`src/rtl/tfc_pkg.sv`:
```
package tfc_pkg;

  localparam logic [2:0] VIEW_RAW  = 3'd0;
  localparam logic [2:0] VIEW_CTRL = 3'd1;
  localparam logic [2:0] VIEW_SYNC = 3'd2;
  localparam logic [2:0] VIEW_TRY  = 3'd3;

  localparam int CW_DEPTH_LSB = 28;
  localparam int CW_OCC_LSB   = 18;
  localparam int CW_MODE_BIT  = 17;
  localparam int CW_T_BIT     = 16;
  localparam int CW_F_BIT     = 1;
  localparam int CW_E_BIT     = 0;

  typedef struct packed {
    logic t;
    logic f;
    logic e;
  } tag_t;

  typedef struct packed {
    logic raw_rd;
    logic raw_wr;
    logic ctl_rd;
    logic ctl_wr;
    logic ef_rd;
    logic ef_wr;
    logic blocked;
  } op_t;

endpackage

```
`src/rtl/tfc_decode.sv`:
```
module tfc_decode
  import tfc_pkg::*;
#(
  parameter bit FIFO_EN = 1'b1
) (
  input  logic       req_valid,
  input  logic       req_write,
  input  logic [2:0] req_view,
  input  tag_t       tag_cur,
  output op_t        op
);

  logic is_ef;
  logic is_sync;

  always_comb begin
    is_ef   = req_valid && FIFO_EN && (req_view == VIEW_SYNC || req_view == VIEW_TRY);
    is_sync = (req_view == VIEW_SYNC);
    op.raw_rd  = req_valid && !req_write && (req_view == VIEW_RAW);
    op.raw_wr  = req_valid &&  req_write && (req_view == VIEW_RAW) && FIFO_EN;
    op.ctl_rd  = req_valid && !req_write && (req_view == VIEW_CTRL);
    op.ctl_wr  = req_valid &&  req_write && (req_view == VIEW_CTRL);
    op.ef_rd   = is_ef && !req_write;
    op.ef_wr   = is_ef &&  req_write;
    op.blocked = is_ef && is_sync && (req_write ? tag_cur.f : tag_cur.e);
  end

endmodule

```
`src/rtl/tfc_store.sv`:
```
module tfc_store #(
  parameter int DEPTH  = 8,
  parameter int DATA_W = 64,
  localparam int IDX_W = $clog2(DEPTH)
) (
  input  logic              clk,
  input  logic              rst_n,
  input  logic              wr_en,
  input  logic [IDX_W-1:0]  wr_idx,
  input  logic [DATA_W-1:0] wr_data,
  input  logic [IDX_W-1:0]  rd_idx,
  output logic [DATA_W-1:0] rd_data
);

  logic [DATA_W-1:0] ent_q [DEPTH];

  always_ff @(posedge clk or negedge rst_n) begin
    if (!rst_n) begin
      for (int i = 0; i < DEPTH; i++) ent_q[i] <= '0;
    end else if (wr_en) begin
      ent_q[wr_idx] <= wr_data;
    end
  end

  assign rd_data = ent_q[rd_idx];

endmodule

```
`src/rtl/tfc_tags.sv`:
```
module tfc_tags
  import tfc_pkg::*;
#(
  parameter int DEPTH   = 8,
  parameter bit FIFO_EN = 1'b1,
  localparam int IDX_W = $clog2(DEPTH),
  localparam int OCC_W = $clog2(DEPTH + 1)
) (
  input  logic             clk,
  input  logic             rst_n,
  input  op_t              op,
  input  tag_t             ctl_wtag,
  output tag_t             tag_q,
  output logic [IDX_W-1:0] head_q,
  output logic [OCC_W-1:0] occ_q,
  output logic             wr_en,
  output logic [IDX_W-1:0] wr_idx
);

  tag_t             tag_n;
  logic [IDX_W-1:0] head_n;
  logic [OCC_W-1:0] occ_n;
  logic             upd_en;
  logic [IDX_W-1:0] tail_idx;

  assign tail_idx = head_q + occ_q[IDX_W-1:0];

  always_comb begin
    tag_n  = tag_q;
    head_n = head_q;
    occ_n  = occ_q;
    wr_en  = 1'b0;
    wr_idx = tail_idx;
    upd_en = op.ctl_wr | op.raw_wr | op.ef_rd | op.ef_wr;

    if (op.ctl_wr) begin
      tag_n = ctl_wtag;
      if (ctl_wtag.e) occ_n = '0;
    end

    if (op.raw_wr && occ_q != '0) begin
      wr_en  = 1'b1;
      wr_idx = tail_idx - IDX_W'(1);
    end

    if (op.ef_rd) begin
      tag_n.f = 1'b0;
      if (!op.blocked) begin
        if (occ_q != '0) begin
          head_n = head_q + IDX_W'(1);
          occ_n  = occ_q - OCC_W'(1);
        end
        if (occ_q <= OCC_W'(1)) tag_n.e = 1'b1;
      end
    end

    if (op.ef_wr) begin
      tag_n.e = 1'b0;
      if (!op.blocked) begin
        if (occ_q < OCC_W'(DEPTH)) begin
          wr_en = 1'b1;
          occ_n = occ_q + OCC_W'(1);
        end
        if (occ_q >= OCC_W'(DEPTH - 1)) tag_n.f = 1'b1;
      end
    end
  end

  always_ff @(posedge clk or negedge rst_n) begin
    if (!rst_n) begin
      tag_q  <= '{t: 1'b0, f: 1'b0, e: FIFO_EN};
      head_q <= '0;
      occ_q  <= '0;
    end else if (upd_en) begin
      tag_q  <= tag_n;
      head_q <= head_n;
      occ_q  <= occ_n;
    end
  end

endmodule

```
`src/rtl/tfc_waiters.sv`:
```
module tfc_waiters #(
  parameter int REQ_N = 64,
  localparam int ID_W = $clog2(REQ_N)
) (
  input  logic             clk,
  input  logic             rst_n,
  input  logic             park,
  input  logic             release_all,
  input  logic [ID_W-1:0]  req_id,
  output logic [REQ_N-1:0] wake_q
);

  logic [REQ_N-1:0] wait_q;
  logic [REQ_N-1:0] wait_n;
  logic [REQ_N-1:0] wake_n;
  logic             wait_en;

  always_comb begin
    wait_n  = wait_q;
    wake_n  = '0;
    wait_en = park | release_all;
    if (park) begin
      wait_n = wait_q | (REQ_N'(1) << req_id);
    end else if (release_all) begin
      wake_n = wait_q;
      wait_n = '0;
    end
  end

  always_ff @(posedge clk or negedge rst_n) begin
    if (!rst_n) begin
      wait_q <= '0;
      wake_q <= '0;
    end else begin
      wake_q <= wake_n;
      if (wait_en) wait_q <= wait_n;
    end
  end

endmodule

```
`src/rtl/tagged_fifo_cell.sv`:
```
module tagged_fifo_cell
  import tfc_pkg::*;
#(
  parameter int DEPTH   = 8,
  parameter int DATA_W  = 64,
  parameter int REQ_N   = 64,
  parameter bit FIFO_EN = 1'b1,
  localparam int ID_W = $clog2(REQ_N)
) (
  input  logic              clk,
  input  logic              rst_n,
  input  logic              req_valid,
  input  logic              req_write,
  input  logic [2:0]        req_view,
  input  logic [ID_W-1:0]   req_id,
  input  logic [DATA_W-1:0] req_wdata,
  output logic              rsp_valid,
  output logic [DATA_W-1:0] rsp_rdata,
  output logic              rsp_block,
  output logic [REQ_N-1:0]  wake_mask
);

  localparam int IDX_W = $clog2(DEPTH);
  localparam int OCC_W = $clog2(DEPTH + 1);

  op_t              op;
  tag_t             tag_q;
  tag_t             ctl_wtag;
  logic [IDX_W-1:0] head_q;
  logic [OCC_W-1:0] occ_q;
  logic             wr_en;
  logic [IDX_W-1:0] wr_idx;
  logic [DATA_W-1:0] rd_data;
  logic [DATA_W-1:0] ctl_word;
  logic [DATA_W-1:0] rdata_n;

  assign ctl_wtag = '{t: req_wdata[CW_T_BIT], f: req_wdata[CW_F_BIT], e: req_wdata[CW_E_BIT]};

  tfc_decode #(.FIFO_EN(FIFO_EN)) u_dec (
    .req_valid (req_valid),
    .req_write (req_write),
    .req_view  (req_view),
    .tag_cur   (tag_q),
    .op        (op)
  );

  tfc_tags #(.DEPTH(DEPTH), .FIFO_EN(FIFO_EN)) u_tags (
    .clk      (clk),
    .rst_n    (rst_n),
    .op       (op),
    .ctl_wtag (ctl_wtag),
    .tag_q    (tag_q),
    .head_q   (head_q),
    .occ_q    (occ_q),
    .wr_en    (wr_en),
    .wr_idx   (wr_idx)
  );

  tfc_store #(.DEPTH(DEPTH), .DATA_W(DATA_W)) u_store (
    .clk     (clk),
    .rst_n   (rst_n),
    .wr_en   (wr_en),
    .wr_idx  (wr_idx),
    .wr_data (req_wdata),
    .rd_idx  (head_q),
    .rd_data (rd_data)
  );

  tfc_waiters #(.REQ_N(REQ_N)) u_wait (
    .clk         (clk),
    .rst_n       (rst_n),
    .park        (op.blocked),
    .release_all ((op.ef_rd | op.ef_wr) & ~op.blocked),
    .req_id      (req_id),
    .wake_q      (wake_mask)
  );

  always_comb begin
    ctl_word = '0;
    ctl_word[CW_DEPTH_LSB +: 4]  = FIFO_EN ? 4'(IDX_W) : 4'd0;
    ctl_word[CW_OCC_LSB +: OCC_W] = occ_q;
    ctl_word[CW_MODE_BIT]        = FIFO_EN;
    ctl_word[CW_T_BIT]           = tag_q.t;
    ctl_word[CW_F_BIT]           = tag_q.f;
    ctl_word[CW_E_BIT]           = tag_q.e;

    rdata_n = '0;
    if (op.ctl_rd) begin
      rdata_n = ctl_word;
    end else if (op.raw_rd && FIFO_EN) begin
      rdata_n = rd_data;
    end else if (op.ef_rd && !op.blocked && occ_q != '0) begin
      rdata_n = rd_data;
    end
  end

  always_ff @(posedge clk or negedge rst_n) begin
    if (!rst_n) begin
      rsp_valid <= 1'b0;
      rsp_block <= 1'b0;
      rsp_rdata <= '0;
    end else begin
      rsp_valid <= req_valid;
      rsp_block <= op.blocked;
      rsp_rdata <= rdata_n;
    end
  end

endmodule

```
`config.mk`:
```
export PLATFORM = sky130hd
export DESIGN_NAME = tagged_fifo_cell
export DESIGN_NICKNAME = d
export VERILOG_FILES = /design/src/rtl/tfc_pkg.sv /design/src/rtl/tfc_decode.sv /design/src/rtl/tfc_store.sv /design/src/rtl/tfc_tags.sv /design/src/rtl/tfc_waiters.sv /design/src/rtl/tagged_fifo_cell.sv
export SDC_FILE = /design/constraint.sdc
export NUM_CORES = 1
export LEC_CHECK = 0
export CAP_MARGIN = 40
export CELL_PAD_IN_SITES_DETAIL_PLACEMENT = 1
export CELL_PAD_IN_SITES_GLOBAL_PLACEMENT = 2
export CORE_MARGIN = 2
export CORE_UTILIZATION = 30
export CTS_BUF_LIST = sky130_fd_sc_hd__clkbuf_4 sky130_fd_sc_hd__clkbuf_8
export CTS_CLUSTER_SIZE = 10
export DETAILED_ROUTE_END_ITERATION = 8
export GPL_TIMING_DRIVEN = 0
export PLACE_DENSITY = 0.71
export SYNTH_ARGS = -nofsm -noshare
export SYNTH_HDL_FRONTEND = slang
export SYNTH_SLANG_ARGS = --single-unit
```
`constraint.sdc`:
```
create_clock -name clk -period 4.4 [get_ports clk]
set_input_delay 0.88 -clock clk [delete_from_list [all_inputs] [get_ports clk]]
set_output_delay 0.88 -clock clk [all_outputs]
set_load 0.01 [all_outputs]
```
==> impl_metrics.ini, run 1 <==
[run_status]
outcome = finished, final reports clean

[setup_path]
arrival_ps = 4920
cp_max_fo = 10
critical-path-top-delay-family = buffers and inverters
path_class = reg -> reg
cp_slowest_cell = fa_1
cp_data_required_time_ps = 5040
endpoint_kind = flop
crit_chain = clkbuf_1 > clkbuf_1 > inv_1 > fa_1 > ha_1 > nand4b_1 > nor2_1 > buf_6 > buf_2 > buf_2 > a221oi_1
crit_buf_inv = 6
slowest_delay_ps = 660
setup.worst_path.start_class = flop

[route]
routed_wl_um = 145000
drt_iter0_markers = 2774
avgViaCountPerCell = 5.97
firstDrtPassIters = 5
vias = 29106
drcViolationCount = 0
ant_nets = 0
wl_per_cell_um = 29.7

[power]
seqPwrFrac_pct = 25.0
ir_drop_mv = 0.625
p_leak_nw = 17.5
switching_share_pct = 52.7
p_int_w = 0.0188
clockPowerShare_pct = 17.6
p_per_area_mw_per_mm2 = 961
p_comb_share_pct = 57.4
p_switching_w = 0.0210

[global_routing]
grt_overflow = 0
grt_pass1_wl_um = 214000
grt_pass1_vias = 31106
antenna_found_initial = 4
track_usage_pct = 24.9
grt_max_degree = 102

[logic_synthesis]
synth_edf_count = 0
yosysSeqAreaShare_pct = 53.0
post_synth.cell_area_avg_um2 = 11.7
netlist_top_cells_area = dfrtp_1, a221oi_1, mux4_2
yosysTopAreaCellShare_pct = 52.9
synth-seq-cells = 716
yosys_warnings = 0
synth-main-ff-cell = dfrtp_1
ys_types = 55
synth_area_mm2 = 0.0338
syn-num-nets = 2965
synth_top_cell_by_area = dfrtp_1
synthCells = 2881
async_reset_ff_share_pct = 100

[clock_tree]
htree_num_levels = 4
cts_tree = built
clk_path_buf_depth = 3
root_buffer = clkbuf_8
cts.sinks = 716
clk_pin_slew_worst_paths_ps = 60
clk_latency_ps = 870
cts_buffers = 136

[sta]
relSlewSlack_pct = 36.3
finalSetupViolations = 0
hold_viol_final = 0
min_period_ps = 4290
worst_pin_slew_ps = 956
fin_skew_ps = 59.3
holdWs_ps = 471
max_freq_mhz = 233
timing.final.crit_share_pct = 97.4
drv_slew = 0
rsz0062_at_grt = false

[floorplanning]
start_util_pct = 30.1
die_h_um = 340
fp.dieW_um = 340
num_io_pins = 207
core_area_mm2 = 0.112
dieArea_mm2 = 0.115
rows = 123

[place]
gp_congestion = 0.851
port-buffer-count = 204
dp_hpwl_um = 98900

[finish]
layout_common_cells = dfrtp_1, a21oi_1, a221oi_1
final_common_cell = dfrtp_1
fill_cells = 12191
finish.utilization_pct = 37.0
layout-drive-gt1-share_pct = 21.0
syn_to_final_growth_pct = 22.7
fin_nets = 3365

[flow_run]
drv_cap = 0

[worst_hold_path]
hold_class = reg -> reg
[path summary, 6_finish.rpt]
kind	from	end	slack, ps	cells past startpoint
worst max-delay path	u_tags.head_q[1]	u_store.ent_q[19]	110	11
worst min-delay path	u_wait.wait_q[46]	u_wait.wait_q[46]	470	2
worst max register to register	u_tags.head_q[1]	u_store.ent_q[19]	110	11
worst min register to register	u_wait.wait_q[46]	u_wait.wait_q[46]	470	2
max in group asynchronous	rst_n	u_store.ent_q[432]	1880	5
min in group asynchronous	rst_n	u_wait.wake_q[18]	580	2
[metal layers]
layer	vias up	GRT usage, %	part of all wire [%]	routed length [um]
li1	12012	-	-	-
met1	15305	33.1	42	61000
met2	1451	38.4	46	66200
met3	332	6.21	8.1	11700
met4	6	11.4	4.2	6050
met5	-	0	0.028	40
[timing repair]
action	4_1_cts	5_1_grt
buffers inserted	0	0
hold endpoints to repair	68	0
setup endpoints to repair	118	150
hold buffers	1	0
gates resized for setup	2	23
cloned	0	0
[synth_stat cells, types with 10 or more instances]
library cell,number
a21oi_1,506
a221oi_1,364
a221oi_2,140
and2_1,66
buf_1,31
buf_2,101
buf_4,21
clkbuf_1,160
dfrtp_1,715
inv_1,10
mux2i_1,65
mux4_2,128
nand2_1,87
nand3_1,17
nor2_1,315
o21ai_0,76
[registers in the layout (all words and copies together) (netlist names)]
signal,flops
u_tags.occ_q,4
u_wait.wait_q,64
u_tags.tag_q,3
rsp_rdata,64
rsp_valid,1
u_tags.head_q,3
rsp_block,1
u_wait.wake_q,64
u_store.ent_q,512
[metrics by stage]
stage                     power, W  area (um2)  TNS, ps  instances  setup slack (ps)
after detailed placement    0.0323       38500   -44990       4640              -344
after global placement      0.0318       37700        -       4585            -32340
after global routing        0.0414       41500        0       4877              4.61
final                       0.0399       41500        0       4877               115
after floorplan             0.0226       33800        0       2881               960
after CTS                   0.0394       41400        0       4873              30.9
[power groups by stage]
stage | Clock (W) | Combinational [W] | Sequential [W]
3_3_place_gp | 0 | 0.0218 | 0.0100
2_1_floorplan | 0 | 0.0130 | 0.00958
5_1_grt | 0.00743 | 0.0238 | 0.0102
4_1_cts | 0.00717 | 0.0224 | 0.00989
3_5_place_dp | 0 | 0.0223 | 0.00996
6_report | 0.00702 | 0.0229 | 0.00995
[tightest hold or removal path, stage by stage, from the launching register on]
cell     delay (ps)
dfrtp_1         330
nand2_1          40
o21ai_0          60
[layout make-up]
class	instances	area (um2)	share of cell area, %
Timing Repair Buffer	263	2890	6.98
Clock inverter	20	189	0.456
Tap cell	1500	1880	4.53
Buffer	315	1430	3.45
Sequential cell	716	17900	43.2
Inverter	10	37.5	0.0905
Antenna cell	1	2.50	0.00604
Multi-Input combinational cell	1839	14400	34.8
Clock buffer	213	2670	6.44
[logic make-up after synthesis]
logic type               count (synthesis)  share of synthesized area, %
AND/OR/NAND/NOR                        513                          6.57
flip-flops                             716                          53.0
buffers and inverters                  326                          4.29
AO/OA/AOI/OAI                         1110                          24.9
adder cells (fa/ha/maj)                  7                         0.281
XOR/XNOR                                 7                         0.226
multiplexers                           202                          10.8
No activity file was read; power rests on OpenSTA's default activity.
==> run 2, diff against run 1 <==
--- a/config.mk
+++ b/config.mk
@@ -11,7 +11,6 @@
 export CORE_MARGIN = 2
 export CORE_UTILIZATION = 30
 export CTS_BUF_LIST = sky130_fd_sc_hd__clkbuf_4 sky130_fd_sc_hd__clkbuf_8
-export CTS_CLUSTER_SIZE = 10
 export DETAILED_ROUTE_END_ITERATION = 8
 export GPL_TIMING_DRIVEN = 0
 export PLACE_DENSITY = 0.71
==> results of run 2 <==
The final DEF is identical to that of run 1; final timing and power are the same.
